==> src/rtl/csr_gate_pkg.sv <==
package csr_gate_pkg;

  typedef enum logic [1:0] {
    LVL_U = 2'd0,
    LVL_S = 2'd1,
    LVL_H = 2'd2,
    LVL_M = 2'd3
  } priv_lvl_e;

  typedef struct packed {
    logic allow;
    logic ill;
    logic vir;
  } verdict_t;

  localparam verdict_t VERD_QUIET = '{allow: 1'b0, ill: 1'b0, vir: 1'b0};
  localparam verdict_t VERD_ALLOW = '{allow: 1'b1, ill: 1'b0, vir: 1'b0};
  localparam verdict_t VERD_ILL   = '{allow: 1'b0, ill: 1'b1, vir: 1'b0};
  localparam verdict_t VERD_VIR   = '{allow: 1'b0, ill: 1'b0, vir: 1'b1};

  // Supervisor with virtualization off competes at the hypervisor rank.
  function automatic priv_lvl_e eff_rank(priv_lvl_e mode, logic virt);
    if (mode == LVL_S && !virt) return LVL_H;
    return mode;
  endfunction

  function automatic logic rank_short(priv_lvl_e have, priv_lvl_e need);
    return 2'(have) < 2'(need);
  endfunction

  function automatic logic ext_absent(priv_lvl_e need, logic has_s, logic has_h);
    return ((need == LVL_H) && !has_h) || ((need == LVL_S) && !has_s);
  endfunction

  function automatic verdict_t fail_kind(priv_lvl_e need);
    return (need == LVL_H) ? VERD_VIR : VERD_ILL;
  endfunction

endpackage

==> src/rtl/csr_gate_field.sv <==
module csr_gate_field
  import csr_gate_pkg::*;
#(
  parameter int ADDR_W = 12
) (
  input  logic [ADDR_W-1:0] addr_i,
  output priv_lvl_e         need_o,
  output logic              ro_o
);
  localparam int ACC_HI = ADDR_W - 1;
  localparam int ACC_LO = ADDR_W - 2;
  localparam int LVL_HI = ADDR_W - 3;
  localparam int LVL_LO = ADDR_W - 4;

  wire unused_addr_lo = ^addr_i[LVL_LO-1:0];

  assign need_o = priv_lvl_e'(addr_i[LVL_HI:LVL_LO]);
  assign ro_o   = &addr_i[ACC_HI:ACC_LO];
endmodule

==> src/rtl/csr_gate_rank.sv <==
module csr_gate_rank
  import csr_gate_pkg::*;
(
  input  priv_lvl_e mode_i,
  input  logic      virt_i,
  output priv_lvl_e eff_o
);
  assign eff_o = eff_rank(mode_i, virt_i);
endmodule

==> src/rtl/csr_gate_judge.sv <==
module csr_gate_judge
  import csr_gate_pkg::*;
(
  input  logic      valid_i,
  input  logic      novirt_i,
  input  priv_lvl_e need_i,
  input  logic      ro_i,
  input  logic      wr_i,
  input  priv_lvl_e eff_i,
  input  logic      virt_i,
  input  logic      has_s_i,
  input  logic      has_h_i,
  output logic      ext_missing_o,
  output logic      viol_o,
  output verdict_t  verd_o
);
  always_comb begin
    ext_missing_o = ext_absent(need_i, has_s_i, has_h_i);
    viol_o        = (wr_i && ro_i) || rank_short(eff_i, need_i);
    verd_o        = VERD_QUIET;
    if (valid_i) begin
      if (novirt_i)           verd_o = virt_i ? VERD_VIR : VERD_ALLOW;
      else if (ext_missing_o) verd_o = VERD_ILL;
      else if (viol_o)        verd_o = fail_kind(need_i);
      else                    verd_o = VERD_ALLOW;
    end
  end
endmodule

==> src/rtl/csr_gate.sv <==
module csr_gate
  import csr_gate_pkg::*;
#(
  parameter int ADDR_W  = 12,
  parameter bit REG_OUT = 1'b0
) (
  input  logic              clk_i,
  input  logic              rst_ni,
  input  logic              req_valid_i,
  input  logic              novirt_req_i,
  input  logic [ADDR_W-1:0] csr_addr_i,
  input  logic              wr_i,
  input  logic [1:0]        mode_i,
  input  logic              virt_i,
  input  logic              has_s_i,
  input  logic              has_h_i,
  output logic              allow_o,
  output logic              ill_o,
  output logic              vir_o
);
  priv_lvl_e fld_need;
  logic      fld_ro;
  priv_lvl_e eff_lvl;
  logic      ext_missing;
  logic      viol;
  verdict_t  pre_verd;
  verdict_t  out_verd;
  logic      pre_allow, pre_ill, pre_vir;

  csr_gate_field #(.ADDR_W(ADDR_W)) u_field (
    .addr_i (csr_addr_i),
    .need_o (fld_need),
    .ro_o   (fld_ro)
  );

  csr_gate_rank u_rank (
    .mode_i (priv_lvl_e'(mode_i)),
    .virt_i (virt_i),
    .eff_o  (eff_lvl)
  );

  csr_gate_judge u_judge (
    .valid_i       (req_valid_i),
    .novirt_i      (novirt_req_i),
    .need_i        (fld_need),
    .ro_i          (fld_ro),
    .wr_i          (wr_i),
    .eff_i         (eff_lvl),
    .virt_i        (virt_i),
    .has_s_i       (has_s_i),
    .has_h_i       (has_h_i),
    .ext_missing_o (ext_missing),
    .viol_o        (viol),
    .verd_o        (pre_verd)
  );

  assign pre_allow = pre_verd.allow;
  assign pre_ill   = pre_verd.ill;
  assign pre_vir   = pre_verd.vir;

  generate
    if (REG_OUT) begin : g_reg
      always_ff @(posedge clk_i or negedge rst_ni) begin
        if (!rst_ni) out_verd <= VERD_QUIET;
        else         out_verd <= pre_verd;
      end
    end else begin : g_comb
      wire unused_clk = clk_i ^ rst_ni;
      assign out_verd = pre_verd;
    end
  endgenerate

  wire unused_dbg = ^{ext_missing, viol, eff_lvl};

  assign allow_o = out_verd.allow;
  assign ill_o   = out_verd.ill;
  assign vir_o   = out_verd.vir;
endmodule

==> config.mk <==
export PLATFORM = sky130hd
export DESIGN_NAME = csr_gate
export DESIGN_NICKNAME = d
export VERILOG_FILES = /design/src/rtl/csr_gate_pkg.sv /design/src/rtl/csr_gate_field.sv /design/src/rtl/csr_gate_rank.sv /design/src/rtl/csr_gate_judge.sv /design/src/rtl/csr_gate.sv
export SDC_FILE = /design/constraint.sdc
export NUM_CORES = 1
export LEC_CHECK = 0
export ABC_AREA = 1
export BUFFER_PORTS_ARGS = -buffer_cell sky130_fd_sc_hd__clkbuf_2
export CAP_MARGIN = 5
export CELL_PAD_IN_SITES_DETAIL_PLACEMENT = 1
export CELL_PAD_IN_SITES_GLOBAL_PLACEMENT = 2
export CORE_MARGIN = 3
export CORE_UTILIZATION = 10
export DETAILED_ROUTE_END_ITERATION = 12
export PLACE_DENSITY = 0.9
export SYNTH_ARGS = -nofsm -noshare
export SYNTH_HDL_FRONTEND = slang
export SYNTH_SLANG_ARGS = --single-unit
==> constraint.sdc <==
create_clock -name vclk -period 1.1
set_clock_uncertainty 0.1 [all_clocks]
set_input_delay 0.165 -clock vclk [all_inputs]
set_output_delay 0.165 -clock vclk [all_outputs]
set_load 0.005 [all_outputs]
# Word-level counts from Yosys, hierarchy flattened
# Cells that the tools add are included.
[word_totals] regBits=0 latch_bits=0 ram_bits=0 rom_bits=0 output_inout_bits=3 elab_cells=23 mem_count=0
[op_classes] addsub=0 multipliers=0 div_mod_pow=0 n_lt_le_gt_ge=1 n_eq_ne=3 n_shift=0 mux=9 bitwise=0 reduce_logical=10
[op_table] cell="two-way mux 3 bit" count=5
[op_table] cell="two-way mux 2 bit" count=3
[op_table] cell="== test 2 x 1 -> 1 bit, second input constant" count=2
[op_table] cell="logical AND 1 bit" count=4
[op_table] cell="logical NOT 1 bit" count=3
[op_table] cell="== test 2 bit, second input constant" count=1
[op_table] cell="logical OR 1 bit" count=2
[op_table] cell="less-than comparator 2 bit" count=1
[op_table] cell="AND reduction 2 bit" count=1
[op_table] cell="two-way mux 1 bit" count=1

# Longest topological paths before layout
[depth] depth_word=10 ltp_mapped=8

# By module
# Synthesis repeated with hierarchy kept, for this count alone.
[hier_totals] hier_cells=40 area_unflattened_um2=203.9
[by_module_without_submodules] mod="csr_gate_judge" n_inst=1 cells_per_inst=29 area_each_um2=155.1 seq_area_each_um2=0.0
[by_module_without_submodules] mod="csr_gate_rank" n_inst=1 cells_per_inst=7 area_each_um2=26.3 seq_area_each_um2=0.0
[by_module_without_submodules] mod="csr_gate_field" n_inst=1 cells_per_inst=4 area_each_um2=22.5 seq_area_each_um2=0.0

# Least setup slack after synthesis
# OpenSTA, ideal clock, no wires.
[synth_timing] path_kind="input to output" startpoint="input port mode_i[1]" endpoint="output port ill_o" arrival_ns=0.911 required_time_ns=0.835 path_slack_ns=-0.076 path_stages=7 path_buffers=0 cell_sequence="o21bai_1 -> ha_1 -> nand2_1 -> nand2_1 -> nand3b_1 -> nand2_1 -> nor2_1"
[synth_via] elab_chain_len=10
[synth_lines] item="from (decl)" line_no="csr_gate.sv:13" rtl="input logic [1:0] mode_i,"
[synth_lines] item="== test 2 x 1 -> 1 bit" line_no="csr_gate_pkg.sv:23" rtl="if (mode == LVL_S && !virt) return LVL_H;"
[synth_lines] item="logical AND 1 bit" line_no="csr_gate_pkg.sv:23"
[synth_lines] item="two-way mux 1 bit" line_no="csr_gate_pkg.sv:23"
[synth_lines] item="two-way mux 2 bit *" line_no="csr_gate_pkg.sv:24" rtl="return mode;"
[synth_lines] item="less-than comparator 2 bit *" line_no="csr_gate_pkg.sv:28" rtl="return 2'(have) < 2'(need);"
[synth_lines] item="logical OR 1 bit *" line_no="csr_gate_judge.sv:19" rtl="viol_o = (wr_i && ro_i) || rank_short(eff_i, need_i);"
[synth_lines] item="two-way mux 3 bit *" line_no="csr_gate_judge.sv:24" rtl="else if (viol_o) verd_o = fail_kind(need_i);"
[synth_lines] item="two-way mux 3 bit *" line_no="csr_gate_judge.sv:23" rtl="else if (ext_missing_o) verd_o = VERD_ILL;"
[synth_lines] item="two-way mux 3 bit *" line_no="csr_gate_judge.sv:22" rtl="if (novirt_i) verd_o = virt_i ? VERD_VIR : VERD_ALLOW;"
[synth_lines] item="two-way mux 3 bit *" line_no="csr_gate_judge.sv:21" rtl="if (valid_i) begin"
[synth_lines] item="to (decl)" line_no="csr_gate.sv:18" rtl="output logic ill_o,"
# Mark *: on every way between the ends. The rest lies on a longest branch, timed or not.

# Final worst setup path
[layout_timing] startpoint="input port mode_i[1]" endpoint="output port vir_o"
[layout_via] elab_chain_len=10
[layout_lines] item="== test 2 x 1 -> 1 bit" line_no="csr_gate_pkg.sv:23"
[layout_lines] item="logical AND 1 bit" line_no="csr_gate_pkg.sv:23"
[layout_lines] item="two-way mux 1 bit" line_no="csr_gate_pkg.sv:23"
[layout_lines] item="two-way mux 2 bit *" line_no="csr_gate_pkg.sv:24"
[layout_lines] item="less-than comparator 2 bit *" line_no="csr_gate_pkg.sv:28"
[layout_lines] item="logical OR 1 bit *" line_no="csr_gate_judge.sv:19"
[layout_lines] item="two-way mux 3 bit *" line_no="csr_gate_judge.sv:24"
[layout_lines] item="two-way mux 3 bit *" line_no="csr_gate_judge.sv:23"
[layout_lines] item="two-way mux 3 bit *" line_no="csr_gate_judge.sv:22"
[layout_lines] item="two-way mux 3 bit *" line_no="csr_gate_judge.sv:21"
[layout_lines] item="to (decl)" line_no="csr_gate.sv:19" rtl="output logic vir_o"
# Marks and branches as above.

==> reports/qor.yml <==
die_h_um: 43.8
cp-end-kind: "primary output"
drc: 0
nClkBuffers: 0
yosys_warnings: 0
die-area_um2: 1920
min_path_type: "in2out"
rsz0062_at_grt: "yes"
irDropWorstVdd_mv: 0.0957
final_util_pct: 21.0
dpl.cell_count: 58
holdBufCountCts: 0
whs_endpoint: "vir_o"
final_cell_mix: "clkbuf_2 (11), nand2_1 (9), inv_1 (4)"
cp.required_ps: 830
cap_violations: 0
synth.distinct_cells: 13
fmax_mhz: 691
grt_pass1_vias: 180
grt_max_degree: 4
fin_nets: 69
via_count: 222
initial_core_util_pct: 11.7
final_area_um2: 255
grt.busiest_layer: "met1"
hold_viol_final: 0
grtUsageMet3_pct: 1.66
wirelength_um: 463
fin_ws_ps: -348
crit_path_start: "mode_i[1]"
syn_inst: 28
wl_per_cell_um: 7.98
drive_gt1_share_pct: 47.7
design.seq.count: 0
cp-start-kind: "primary input"
violations: "setup timing"
fp-row-count: 12
drv_slew: 0
critPathArrivalTime_ps: 1180
holdWs_ps: 514
post_drt_via_cell_ratio: 3.83
register_area_um2: 0
met1_usage_pct: 6.67
pre_cts_ws_ps: -343
routabilityCongestion: 0.618
post-route-period-util_pct: 132
leakage_nw: 0.155
synthToLayoutAreaGrowth_pct: 78.9
setup_viol: 3
n_antenna_cell: 0
hold_depth: 4
status: "finished, violations left"
antenna_found_initial: 0
die_w_um: 43.8
dpl_cell_area_um2: 243
drt-pass1-iter-count: 1
stdcell_count: 58
gr-total-overflow: 0
final_common_cell: "clkbuf_2"
cp_max_fo: 2
syn_avg_cell_area_um2: 5.09
worstSetupPathType: "in2out"
relSlewSlack_pct: 90.3
use_met2_pct: 5.81
gr-usage-all-layers_pct: 4.31
hold_start: "req_valid_i"
final.min_clock_period_ps: 1450
finalSetupTns_ps: -968
io_pins: 25
ys_seq_area_share_pct: 0
netlist_area_um2: 143
synth_nets: 51
fin_total_pwr_mw: 0.0849
grt_pass1_wl_um: 690
io_buffers: 15
power_density_nw_per_um2: 332
ant_nets: 0
drtIter0Drc: 0
tightest_slew_ps: 143
core_area_um2: 1220
[logic make-up (layout without fill, tap and decap cells)]
family | count (synthesis) | count (layout) | share of synthesized area, %
buf+inv | 7 | 23 | 18.4
simple gates | 14 | 14 | 47.4
fa+ha+maj | 1 | 1 | 8.77
compound gates | 6 | 6 | 25.4
[worst max path at each step]
stage / cells after the start / slack [ps] / to
5_1_grt: 9 / -430 / vir_o
6_report: 9 / -350 / vir_o
4_1_cts: 9 / -350 / vir_o
3_5_place_dp: 9 / -340 / vir_o
3_3_place_gp: 8 / -310 / allow_o
2_1_floorplan: 7 / -80 / ill_o
[synthesized netlist by cell type]
library cell | number | area [um2]
nor2_1 | 1 | 3.75
nand3_2 | 1 | 10.0
o21ai_1 | 2 | 10.0
ha_1 | 1 | 12.5
inv_1 | 5 | 18.8
nand3b_1 | 2 | 15.0
o21ai_0 | 1 | 5.00
o21bai_1 | 1 | 7.51
a21oi_2 | 1 | 8.76
inv_2 | 2 | 7.51
nand2_1 | 9 | 33.8
nor3_1 | 1 | 5.00
a21oi_1 | 1 | 5.00
[metal layers]
metal,up-vias,share of wire (%)
li1,120,-
met1,90,49
met2,12,35
met3,0,16
met4,0,0
met5,-,0
[cell type report]
type	instances	area, um2
tap	14	17.5
multi-input combinational	21	116
timing repair buffer	16	95.1
fill	167	961
inverter	7	26.3
[worst max-delay path, cell delays in order]
cell and delay, ps:
buf_6 90, o21bai_1 150, ha_1 270, nand2_1 60
nand2_1 60, nand2_1 70, nand2_1 60, a21oi_2 130
clkbuf_2 120
[power by group]
part	switching [mW]	internal (mW)
combinational	0.0399	0.0449
sequential	0	0
clock	0	0
[what timing repair did]
action	4_1_cts	5_1_grt
buffers inserted	0	0
pin swaps	0	2
endpoints found under the hold margin	0	0
endpoints found under the setup margin	3	3
resized for setup	0	5
Note: power is estimated with default switching activity, not from simulation.
